`src/rtl/wiper_pkg.sv`:
```
package wiper_pkg;
   typedef enum logic [2:0] {
      OP_RD_WIPER = 3'd0,
      OP_WR_WIPER = 3'd1,
      OP_RD_SLOT  = 3'd2,
      OP_WR_SLOT  = 3'd3,
      OP_LOAD     = 3'd4,
      OP_SAVE     = 3'd5,
      OP_STEP     = 3'd6,
      OP_NOP      = 3'd7
   } wiper_op_e;

   typedef enum logic {
      ST_RECALL = 1'b0,
      ST_RUN    = 1'b1
   } ctrl_state_e;
endpackage

```
`src/rtl/wiper_nv_store.sv`:
```
module wiper_nv_store #(
   parameter int NUM_CH      = 4,
   parameter int SLOTS       = 4,
   parameter int DW          = 6,
   parameter int PROG_CYCLES = 1000,
   parameter logic [DW-1:0] STORE_INIT = 32,
   localparam int CHW   = $clog2(NUM_CH),
   localparam int SW    = $clog2(SLOTS),
   localparam int DEPTH = NUM_CH * SLOTS,
   localparam int CNT_W = $clog2(PROG_CYCLES + 1)
) (
   input  logic                 clk,
   input  logic                 rst_n,
   input  logic                 wr_en,
   input  logic [CHW-1:0]       wr_ch,
   input  logic [SW-1:0]        wr_slot,
   input  logic [DW-1:0]        wr_data,
   input  logic [CHW-1:0]       rd_ch,
   input  logic [SW-1:0]        rd_slot,
   output logic [DW-1:0]        rd_data,
   output logic [NUM_CH*DW-1:0] slot0_data,
   output logic                 busy
);
   // The array has no reset: its contents survive rst_n like a real store.
   logic [DW-1:0] mem [DEPTH] = '{default: STORE_INIT};
   logic [CNT_W-1:0] prog_cnt;

   always_ff @(posedge clk) begin
      if (wr_en) mem[int'(wr_ch) * SLOTS + int'(wr_slot)] <= wr_data;
   end

   assign rd_data = mem[int'(rd_ch) * SLOTS + int'(rd_slot)];

   for (genvar c = 0; c < NUM_CH; c++) begin : g_slot0
      assign slot0_data[c*DW +: DW] = mem[c * SLOTS];
   end

   always_ff @(posedge clk or negedge rst_n) begin
      if (!rst_n)            prog_cnt <= '0;
      else if (wr_en)        prog_cnt <= CNT_W'(PROG_CYCLES);
      else if (prog_cnt != 0) prog_cnt <= prog_cnt - 1'b1;
   end

   assign busy = (prog_cnt != '0);
endmodule

```
`src/rtl/wiper_channel.sv`:
```
module wiper_channel #(
   parameter int DW = 6,
   localparam int TAPS = 1 << DW,
   localparam logic [DW-1:0] TOP_VAL = DW'(TAPS - 1)
) (
   input  logic            clk,
   input  logic            rst_n,
   input  logic            recall_en,
   input  logic [DW-1:0]   recall_val,
   input  logic            wr_en,
   input  logic [DW-1:0]   wr_val,
   input  logic            step_en,
   input  logic            step_up,
   output logic [DW-1:0]   wiper,
   output logic [TAPS-1:0] tap
);
   logic [DW-1:0] stepped;

   always_comb begin
      stepped = wiper;
      if (step_up && wiper != TOP_VAL)     stepped = wiper + 1'b1;
      else if (!step_up && wiper != '0)    stepped = wiper - 1'b1;
   end

   always_ff @(posedge clk or negedge rst_n) begin
      if (!rst_n)         wiper <= '0;
      else if (recall_en) wiper <= recall_val;
      else if (wr_en)     wiper <= wr_val;
      else if (step_en)   wiper <= stepped;
   end

   for (genvar t = 0; t < TAPS; t++) begin : g_tap
      assign tap[t] = (wiper == DW'(t));
   end
endmodule

```
`src/rtl/wiper_cmd_decode.sv`:
```
module wiper_cmd_decode
   import wiper_pkg::*;
#(
   parameter int NUM_CH = 4,
   localparam int CHW = $clog2(NUM_CH)
) (
   input  logic              clk,
   input  logic              rst_n,
   input  logic              cmd_valid,
   input  logic [2:0]        cmd_op,
   input  logic [CHW-1:0]    cmd_ch,
   input  logic              store_busy,
   output logic              cmd_ready,
   output logic              recall_en,
   output logic [NUM_CH-1:0] wiper_wr_en,
   output logic [NUM_CH-1:0] wiper_step_en,
   output logic              use_slot_val,
   output logic              store_wr_en,
   output logic              save_from_wiper,
   output logic              rsp_load,
   output logic              rsp_from_wiper
);
   ctrl_state_e state;
   wiper_op_e   op;
   logic        take;

   assign op        = wiper_op_e'(cmd_op);
   assign cmd_ready = (state == ST_RUN) && !store_busy;
   assign take      = cmd_valid && cmd_ready;
   assign recall_en = (state == ST_RECALL);

   always_ff @(posedge clk or negedge rst_n) begin
      if (!rst_n) state <= ST_RECALL;
      else        state <= ST_RUN;
   end

   always_comb begin
      wiper_wr_en     = '0;
      wiper_step_en   = '0;
      use_slot_val    = 1'b0;
      store_wr_en     = 1'b0;
      save_from_wiper = 1'b0;
      rsp_load        = 1'b0;
      rsp_from_wiper  = 1'b0;
      if (take) begin
         case (op)
            OP_RD_WIPER: begin rsp_load = 1'b1; rsp_from_wiper = 1'b1; end
            OP_RD_SLOT:  rsp_load = 1'b1;
            OP_WR_WIPER: wiper_wr_en[cmd_ch] = 1'b1;
            OP_LOAD:     begin wiper_wr_en[cmd_ch] = 1'b1; use_slot_val = 1'b1; end
            OP_WR_SLOT:  store_wr_en = 1'b1;
            OP_SAVE:     begin store_wr_en = 1'b1; save_from_wiper = 1'b1; end
            OP_STEP:     wiper_step_en[cmd_ch] = 1'b1;
            default:     ;
         endcase
      end
   end
endmodule

```
`src/rtl/quad_wiper_ctrl.sv`:
```
module quad_wiper_ctrl #(
   parameter int NUM_CH      = 4,
   parameter int SLOTS       = 4,
   parameter int TAP_BITS    = 6,
   parameter int PROG_CYCLES = 1000,
   parameter logic [TAP_BITS-1:0] STORE_INIT = 32,
   localparam int CHW  = $clog2(NUM_CH),
   localparam int SW   = $clog2(SLOTS),
   localparam int TAPS = 1 << TAP_BITS
) (
   input  logic                   clk,
   input  logic                   rst_n,
   input  logic                   cmd_valid,
   output logic                   cmd_ready,
   input  logic [2:0]             cmd_op,
   input  logic [CHW-1:0]         cmd_ch,
   input  logic [SW-1:0]          cmd_slot,
   input  logic [TAP_BITS-1:0]    cmd_data,
   input  logic                   cmd_up,
   output logic                   rsp_valid,
   output logic [TAP_BITS-1:0]    rsp_data,
   output logic                   busy,
   output logic [NUM_CH*TAPS-1:0] tap_sel
);
   if (NUM_CH < 2 || (1 << CHW) != NUM_CH) begin : g_bad_ch
      $error("NUM_CH must be a power of two, at least 2");
   end
   if (SLOTS < 2 || (1 << SW) != SLOTS) begin : g_bad_slots
      $error("SLOTS must be a power of two, at least 2");
   end
   if (TAP_BITS < 2 || TAP_BITS > 10) begin : g_bad_taps
      $error("TAP_BITS out of range 2..10");
   end
   if (PROG_CYCLES < 1) begin : g_bad_prog
      $error("PROG_CYCLES must be at least 1");
   end

   logic                         recall_en;
   logic [NUM_CH-1:0]            wiper_wr_en;
   logic [NUM_CH-1:0]            wiper_step_en;
   logic                         use_slot_val;
   logic                         store_wr_en;
   logic                         save_from_wiper;
   logic                         rsp_load;
   logic                         rsp_from_wiper;
   logic [TAP_BITS-1:0]          slot_rd;
   logic [NUM_CH*TAP_BITS-1:0]   slot0_flat;
   logic [TAP_BITS-1:0]          wiper_q [NUM_CH];
   logic [TAP_BITS-1:0]          wiper_wr_val;
   logic [TAP_BITS-1:0]          store_wr_val;

   wiper_cmd_decode #(.NUM_CH(NUM_CH)) u_decode (
      .clk             (clk),
      .rst_n           (rst_n),
      .cmd_valid       (cmd_valid),
      .cmd_op          (cmd_op),
      .cmd_ch          (cmd_ch),
      .store_busy      (busy),
      .cmd_ready       (cmd_ready),
      .recall_en       (recall_en),
      .wiper_wr_en     (wiper_wr_en),
      .wiper_step_en   (wiper_step_en),
      .use_slot_val    (use_slot_val),
      .store_wr_en     (store_wr_en),
      .save_from_wiper (save_from_wiper),
      .rsp_load        (rsp_load),
      .rsp_from_wiper  (rsp_from_wiper)
   );

   assign store_wr_val = save_from_wiper ? wiper_q[cmd_ch] : cmd_data;
   assign wiper_wr_val = use_slot_val ? slot_rd : cmd_data;

   wiper_nv_store #(
      .NUM_CH      (NUM_CH),
      .SLOTS       (SLOTS),
      .DW          (TAP_BITS),
      .PROG_CYCLES (PROG_CYCLES),
      .STORE_INIT  (STORE_INIT)
   ) u_store (
      .clk        (clk),
      .rst_n      (rst_n),
      .wr_en      (store_wr_en),
      .wr_ch      (cmd_ch),
      .wr_slot    (cmd_slot),
      .wr_data    (store_wr_val),
      .rd_ch      (cmd_ch),
      .rd_slot    (cmd_slot),
      .rd_data    (slot_rd),
      .slot0_data (slot0_flat),
      .busy       (busy)
   );

   for (genvar c = 0; c < NUM_CH; c++) begin : g_ch
      wiper_channel #(.DW(TAP_BITS)) u_chan (
         .clk        (clk),
         .rst_n      (rst_n),
         .recall_en  (recall_en),
         .recall_val (slot0_flat[c*TAP_BITS +: TAP_BITS]),
         .wr_en      (wiper_wr_en[c]),
         .wr_val     (wiper_wr_val),
         .step_en    (wiper_step_en[c]),
         .step_up    (cmd_up),
         .wiper      (wiper_q[c]),
         .tap        (tap_sel[c*TAPS +: TAPS])
      );
   end

   always_ff @(posedge clk or negedge rst_n) begin
      if (!rst_n) begin
         rsp_valid <= 1'b0;
         rsp_data  <= '0;
      end else begin
         rsp_valid <= rsp_load;
         if (rsp_load) rsp_data <= rsp_from_wiper ? wiper_q[cmd_ch] : slot_rd;
      end
   end
endmodule

```
`config.mk`:
```
export PLATFORM = sky130hd
export DESIGN_NAME = quad_wiper_ctrl
export DESIGN_NICKNAME = d
export VERILOG_FILES = /design/src/rtl/wiper_pkg.sv /design/src/rtl/wiper_nv_store.sv /design/src/rtl/wiper_channel.sv /design/src/rtl/wiper_cmd_decode.sv /design/src/rtl/quad_wiper_ctrl.sv
export SDC_FILE = /design/constraint.sdc
export NUM_CORES = 1
export LEC_CHECK = 0
export ABC_AREA = 0
export BUFFER_PORTS_ARGS = -buffer_cell sky130_fd_sc_hd__clkbuf_2
export CAP_MARGIN = 10
export CORE_AREA = 2 2 95 188
export DETAILED_ROUTE_END_ITERATION = 8
export DIE_AREA = 0 0 97 190
export GPL_TIMING_DRIVEN = 0
export HOLD_SLACK_MARGIN = 0.1
export PLACE_DENSITY = 0.84
export SYNTH_ARGS = -nofsm -noshare
export SYNTH_HDL_FRONTEND = slang
export SYNTH_HIERARCHICAL = 1
export SYNTH_SLANG_ARGS = --single-unit
```
`constraint.sdc`:
```
create_clock -name clk -period 5.6 [get_ports clk]
set_input_delay 0.28 -clock clk [delete_from_list [all_inputs] [get_ports clk]]
set_output_delay 0.28 -clock clk [all_outputs]
set_load 0.03 [all_outputs]
```
# --- Word level (Yosys, flattened, before mapping) ---
# Memory sizes are Yosys's and may differ from the RTL's.
# Index checks and enable logic that the tools add are counted.
totals:
  register_bits: 42
  mem_bits_rw: 96
  inputBits: 17
  word_cells: 370
  mem_count: 1
classes:
  add_sub_neg: 10
  magnitude_cmp: 3
  eq_ne: 270
  mux: 46
  n_bitwise: 1
  reduce_logical: 31
mem_list:
  columns: ["memory", "depth", "width", "rd", "rd_clocked_by_memory_dff", "wr", "line", "source"]
  rows:
  - ["u_store.mem", 16, 6, 5, 0, 1, "wiper_nv_store.sv:25", "logic [DW-1:0] mem [DEPTH] = '{default: STORE_INIT};"]
op_table:
  columns: ["op", "count"]
  rows:
  - ["$eq A6 B6 Y1 const B", 128]
  - ["$eq A6 B5 Y1 const B", 64]
  - ["$eq A6 B4 Y1 const B", 32]
  - ["$mux W6", 25]
  - ["$eq A6 B3 Y1 const B", 16]
  - ["$eq A6 B2 Y1 const B", 8]
  - ["$add A6 B1 Y6 const B", 4]
  - ["$eq A6 B1 Y1 const B", 4]
  - ["$logic_not A6 Y1", 4]
  - ["$ne A6 B6 Y1 const B", 4]
  - ["$reduce_bool A6 Y1", 4]
  - ["$sub A6 B1 Y6 const B", 4]
  - ["$mux W10", 2]
  - ["$mux W4", 4]
  - ["$ne A4 B1 Y1 const B", 4]
  - ["$mux W1", 13]
  - ["$bmux W6 S2", 1]
  - ["$ne A3 B1 Y1 const B", 4]
  - ["$logic_and A1 B1 Y1", 11]
  - ["$reduce_bool A10 Y1", 1]
  - ["$sub A10 B1 Y10 const B", 1]
  - ["$eq A3 B3 Y1 const B", 3]
  - ["$reduce_and A2 Y1", 4]
  - ["$eq A3 B2 Y1 const B", 2]
  - ["11 further kinds", 14]

# --- Logic depth before layout (Yosys ltp) ---
logic_depth:
  ltp_word: 9
  depth_mapped: 13

# --- Cells and area by module ---
# Netlist, hierarchy kept.
by_module_without_submodules:
  columns: ["module", "n_inst", "cells_each", "area_per_inst_um2"]
  rows:
  - ["wiper_nv_store", 1, 228, 4254.1]
  - ["wiper_channel (g_ch[1].u_chan ...)", 3, 182, 1054.8]
  - ["wiper_channel (g_ch[0].u_chan)", 1, 180, 1076.0]
  - ["quad_wiper_ctrl", 1, 43, 590.6]
  - ["wiper_cmd_decode", 1, 29, 252.7]

# --- Worst setup path before layout ---
# OpenSTA, ideal clock, no wires.
synth_path:
  kind: "register to register"
  from: "reg u_store.prog_cnt[7]"
  to: "mem u_store.mem[0][0], enable pin"
  setup_time_ps: 377
  arrival_time_ps: 2840
  setup_slack_ps: 2384
  stages_incl_launch_ff: 9
  path_buffers: 1
  period_less_slack_ps: 3216
  cell_sequence: "dfrtp_1 > or4_4 > nand3b_4 > nand3b_4 > nor3b_1 > buf_2 > inv_1 > or3_1 > nor3_1"
synth_via:
  elab_chain_len: 7
synth_rtl:
  columns: ["element", "line", "source"]
  rows:
  - ["start: declaration", "wiper_nv_store.sv:26", "logic [CNT_W-1:0] prog_cnt;"]
  - ["start signal: assignment", "wiper_nv_store.sv:40", "else if (wr_en) prog_cnt <= CNT_W'(PROG_CYCLES);"]
  - ["start signal: assignment", "wiper_nv_store.sv:41", "else if (prog_cnt != 0) prog_cnt <= prog_cnt - 1'b1;"]
  - ["$reduce_bool A10 Y1", "wiper_nv_store.sv:44", "assign busy = (prog_cnt != '0);"]
  - ["net busy", "quad_wiper_ctrl.sv:22", "output logic busy,"]
  - ["$logic_not A1 Y1", "wiper_cmd_decode.sv:28", "assign cmd_ready = (state == ST_RUN) && !store_busy;"]
  - ["$logic_and A1 B1 Y1", "wiper_cmd_decode.sv:28", null]
  - ["$logic_and A1 B1 Y1", "wiper_cmd_decode.sv:29", "assign take = cmd_valid && cmd_ready;"]
  - ["$mux W1", "wiper_cmd_decode.sv:45", "if (take) begin"]
  - ["net store_wr_en", "quad_wiper_ctrl.sv:42", "logic store_wr_en;"]
  - ["$mux W1", "wiper_nv_store.sv:29", "if (wr_en) mem[int'(wr_ch) * SLOTS + int'(wr_slot)] <= wr_data;"]
  - ["$mux W1 (not written as such)", "wiper_nv_store.sv:29", null]
  - ["end: declaration", "wiper_nv_store.sv:25", null]
# The timed path passes the listed nets, and every way through them passes these cells.

# --- Worst setup path in the final report ---
layout_path:
  from: "reg u_store.prog_cnt[0]"
  to: "mem u_store.mem[0][3], enable pin"
layout_via:
  elab_chain_len: 7
layout_rtl:
  columns: ["element", "line"]
  rows:
  - ["$reduce_bool A10 Y1", "wiper_nv_store.sv:44"]
  - ["$logic_not A1 Y1", "wiper_cmd_decode.sv:28"]
  - ["$logic_and A1 B1 Y1", "wiper_cmd_decode.sv:28"]
  - ["$logic_and A1 B1 Y1", "wiper_cmd_decode.sv:29"]
  - ["$mux W1", "wiper_cmd_decode.sv:45"]
  - ["net store_wr_en", "quad_wiper_ctrl.sv:42"]
  - ["$mux W1", "wiper_nv_store.sv:29"]
  - ["$mux W1 (not written as such)", "wiper_nv_store.sv:29"]
# The timed path passes the listed nets, and every way through them passes these cells.

==> impl_metrics.toml <==
[power]
power_mw = 2.790
p_int_mw = 1.909
p_leak_nw = 4.857
p_clk_share_pct = 38.6
p_sw_share_pct = 31.57
power_density_nw_per_um2 = 240.6
comb_power_share_pct = 20.5
pwr-share-seq_pct = 40.8
power.switching_uw = 880.7
ir_drop_mv = 0.4900

[die]
num_rows = 68
dieArea_um2 = 18430
die_h_um = 190
dieWidth_um = 97
io_pins = 282
core_um2 = 17100
start_util_pct = 54.60

[placement]
portBuffers = 278
gp_congestion = 0.9816
dp_hpwl_um = 21670

[setup_path]
cp_data_arrival_time_ps = 3880
r2r_cells = 10
setup.worst_path.start_class = "flip-flop"
required_ps = 5640
crit_fanout = 12
end_kind = "flip-flop"
worst-setup-path-type = "flip-flop to flip-flop"

[clock_network]
root_buffer = "clkbuf_16"
cts_setup_buffers = 0
clkTransAtPathRegs_ps = 60
cts_max_path_buffers = 2
htreeDepth = 4
cts_tree = "yes"
clk_latency_ps = 420
numCtsBuffers = 17
cts_sinks = 138

[sta]
setup_viol = 0
slew_headroom_pct = 45.72
period_needed_ps = 3840
fmax_mhz = 260.4
period_share_pct = 68.56
hold_viol = 0
slew_viol_final = 0
rsz0062_at_grt = "no"
fin_setup_tns_ps = 0
tightest_slew_ps = 807.9
finClkSkew_ps = 13.17

[synth]
syn_inst = 1026
synth_area_leaders = "edfxtp_1, nor2_1, dfrtp_1"
postSynthNetCount = 1064
synthesis.area_um2 = 9338
syn_area_per_cell_um2 = 9.101
synth-edff-count = 96
synth_cell_types = 77
synth_warnings = 6
netlist_top_cells_count = "nor2_1, nand2_1, edfxtp_1, clkbuf_1, dfrtp_1"
synth_top_area_share_pct = 30.87
synth_top_area_cell = "edfxtp_1"
ys_seq_area_share_pct = 42.13
yosysMostFrequentCell = "nor2_1"
ys_async_sr_fraction_pct = 30.43
synth_top_flop_cell = "edfxtp_1"
synth_seq_cells = 138

[route]
drt_iter0_markers = 763
drt-pass1-iter-count = 6
wl_per_cell_um = 18.45
route.detailed.drc = 0
postRouteAntennaNets = 0
finalWirelength_um = 28560
dr_total_vias = 9098
viasPerCell = 5.877

[cells_and_area]
n_fill_cell = 1345
syn_to_final_growth_pct = 24.15
antenna_cells = 0
nNetsFinal = 1363
seqCellArea_um2 = 3934
drive_gt1_share_pct = 32.21
multiInputGateArea_um2 = 4912

[grt]
grt-ovfl-total = 0
grtUsageTotal_pct = 29.98
antenna_found_initial = 0
grt_pass1_wl_um = 44300
grt_max_degree = 43
grt_pass1_vias = 8338

[worst_hold_path]
hp-class = "input port to flip-flop"
hold_depth = 2

[flow_run]
drv_cap = 0

[outcome]
status = "finished clean"
-- layout make-up --
class / instances / share of cell area (%)
buffer: 79 / 3.400
clock buffer: 18 / 3.702
clock inverter: 14 / 1.220
inverter: 26 / 0.8419
multi-input combinational: 783 / 42.37
sequential: 138 / 33.93
tap: 210 / 2.267
timing repair buffer: 280 / 12.26
-- path summary, 6_finish.rpt --
| path | to | slack (ps) | from |
|---|---|---|---|
| worst max-delay path | u_store/mem[0][3]$_DFFE_PP_ | 1760 | u_store/prog_cnt[0]$_DFFE_PN0P_ |
| worst min-delay path | rsp_valid$_DFF_PN0_ | 220 | cmd_op[2] |
| worst max register to register | u_store/mem[0][3]$_DFFE_PP_ | 1760 | u_store/prog_cnt[0]$_DFFE_PN0P_ |
| worst min register to register | g_ch[2].u_chan/wiper[1]$_DFFE_PN0P_ | 500 | u_store/mem[8][1]$_DFFE_PP_ |
| max in group asynchronous | u_store/prog_cnt[2]$_DFFE_PN0P_ | 4710 | rst_n |
| min in group asynchronous | rsp_valid$_DFF_PN0_ | 380 | rst_n |
-- logic make-up after synthesis --
logic type | after synthesis | share of synthesized area, %
other | 1 | 0.04016
adders and majority gates | 21 | 2.814
buffers and inverters | 105 | 5.266
and+or+nand+nor | 563 | 28.50
DFF | 138 | 42.13
AOI/OAI and AO/OA | 134 | 10.29
xor gates and xnor gates | 12 | 1.206
muxes | 52 | 9.755
-- metal layers --
metal  wire length (um)  track usage [%]  vias to the layer above
li1                   -                -                     4186
met3               1986            4.445                       90
met2              14330            50.13                      539
met5                  0                0                        -
met1              10770            37.61                     4283
met4               1481            15.82                        0
-- placed cells by master (no fill, tap or decap), types with 17 or more instances in the layout --
| master | synthesis | layout |
|---|---|---|
| a21oi_1 | 34 | 34 |
| clkbuf_1 | 46 | 47 |
| clkbuf_16 | 0 | 17 |
| clkbuf_2 | 0 | 278 |
| dfrtp_1 | 42 | 42 |
| edfxtp_1 | 96 | 96 |
| ha_1 | 21 | 21 |
| inv_1 | 26 | 26 |
| mux4_2 | 30 | 30 |
| nand2_1 | 112 | 112 |
| nor2_1 | 308 | 308 |
-- critical path, cell delays in order, from the launching register on --
cell and delay, ps:
dfrtp_1 430, inv_1 80, ha_1 200, nor4b_4 400, nand3b_4 230, nand3b_4 280, nor3b_1 220, buf_2 290
inv_1 190, or3_1 510, nor3_1 640
-- power by group through the flow --
stage          sequential, mW  clock (mW)  combinational [mW]
2_1_floorplan            1.14           0               0.411
3_3_place_gp             1.16           0               0.547
3_5_place_dp             1.16           0               0.560
4_1_cts                  1.14        1.09               0.564
5_1_grt                  1.14        1.12               0.622
6_report                 1.14        1.08               0.573
-- flip-flops by register name (all words and copies together), names as in the netlist --
name,cells
g_ch.u_chan/wiper,24
u_store/prog_cnt,10
u_decode/state,1
rsp_data,6
u_store/mem,96
rsp_valid,1
-- stage by stage --
stage / cell area (um^2) / worst slack (ps) / hold slack (ps) / instances / utilization [%]
floorplan: 9338 / 2384 / -15.59 / 1026 / -
global placement: 10990 / 1967 / 485.9 / 1514 / 64.27
detailed placement: 10990 / 1837 / 485.9 / 1514 / 64.27
CTS: 11570 / 1822 / 201.1 / 1547 / 67.67
global route: 11590 / 1580 / 247.1 / 1548 / 67.79
finish: 11590 / 1760 / 222.4 / 1548 / 67.79
-- timing repair --
item / in CTS / in global routing
endpoints found under the setup margin: 0 / 0
gates resized for setup: 0 / 0
endpoints found under the hold margin: 20 / 0
hold buffers: 1 / 0
Note: power is estimated with default switching activity, not from simulation.
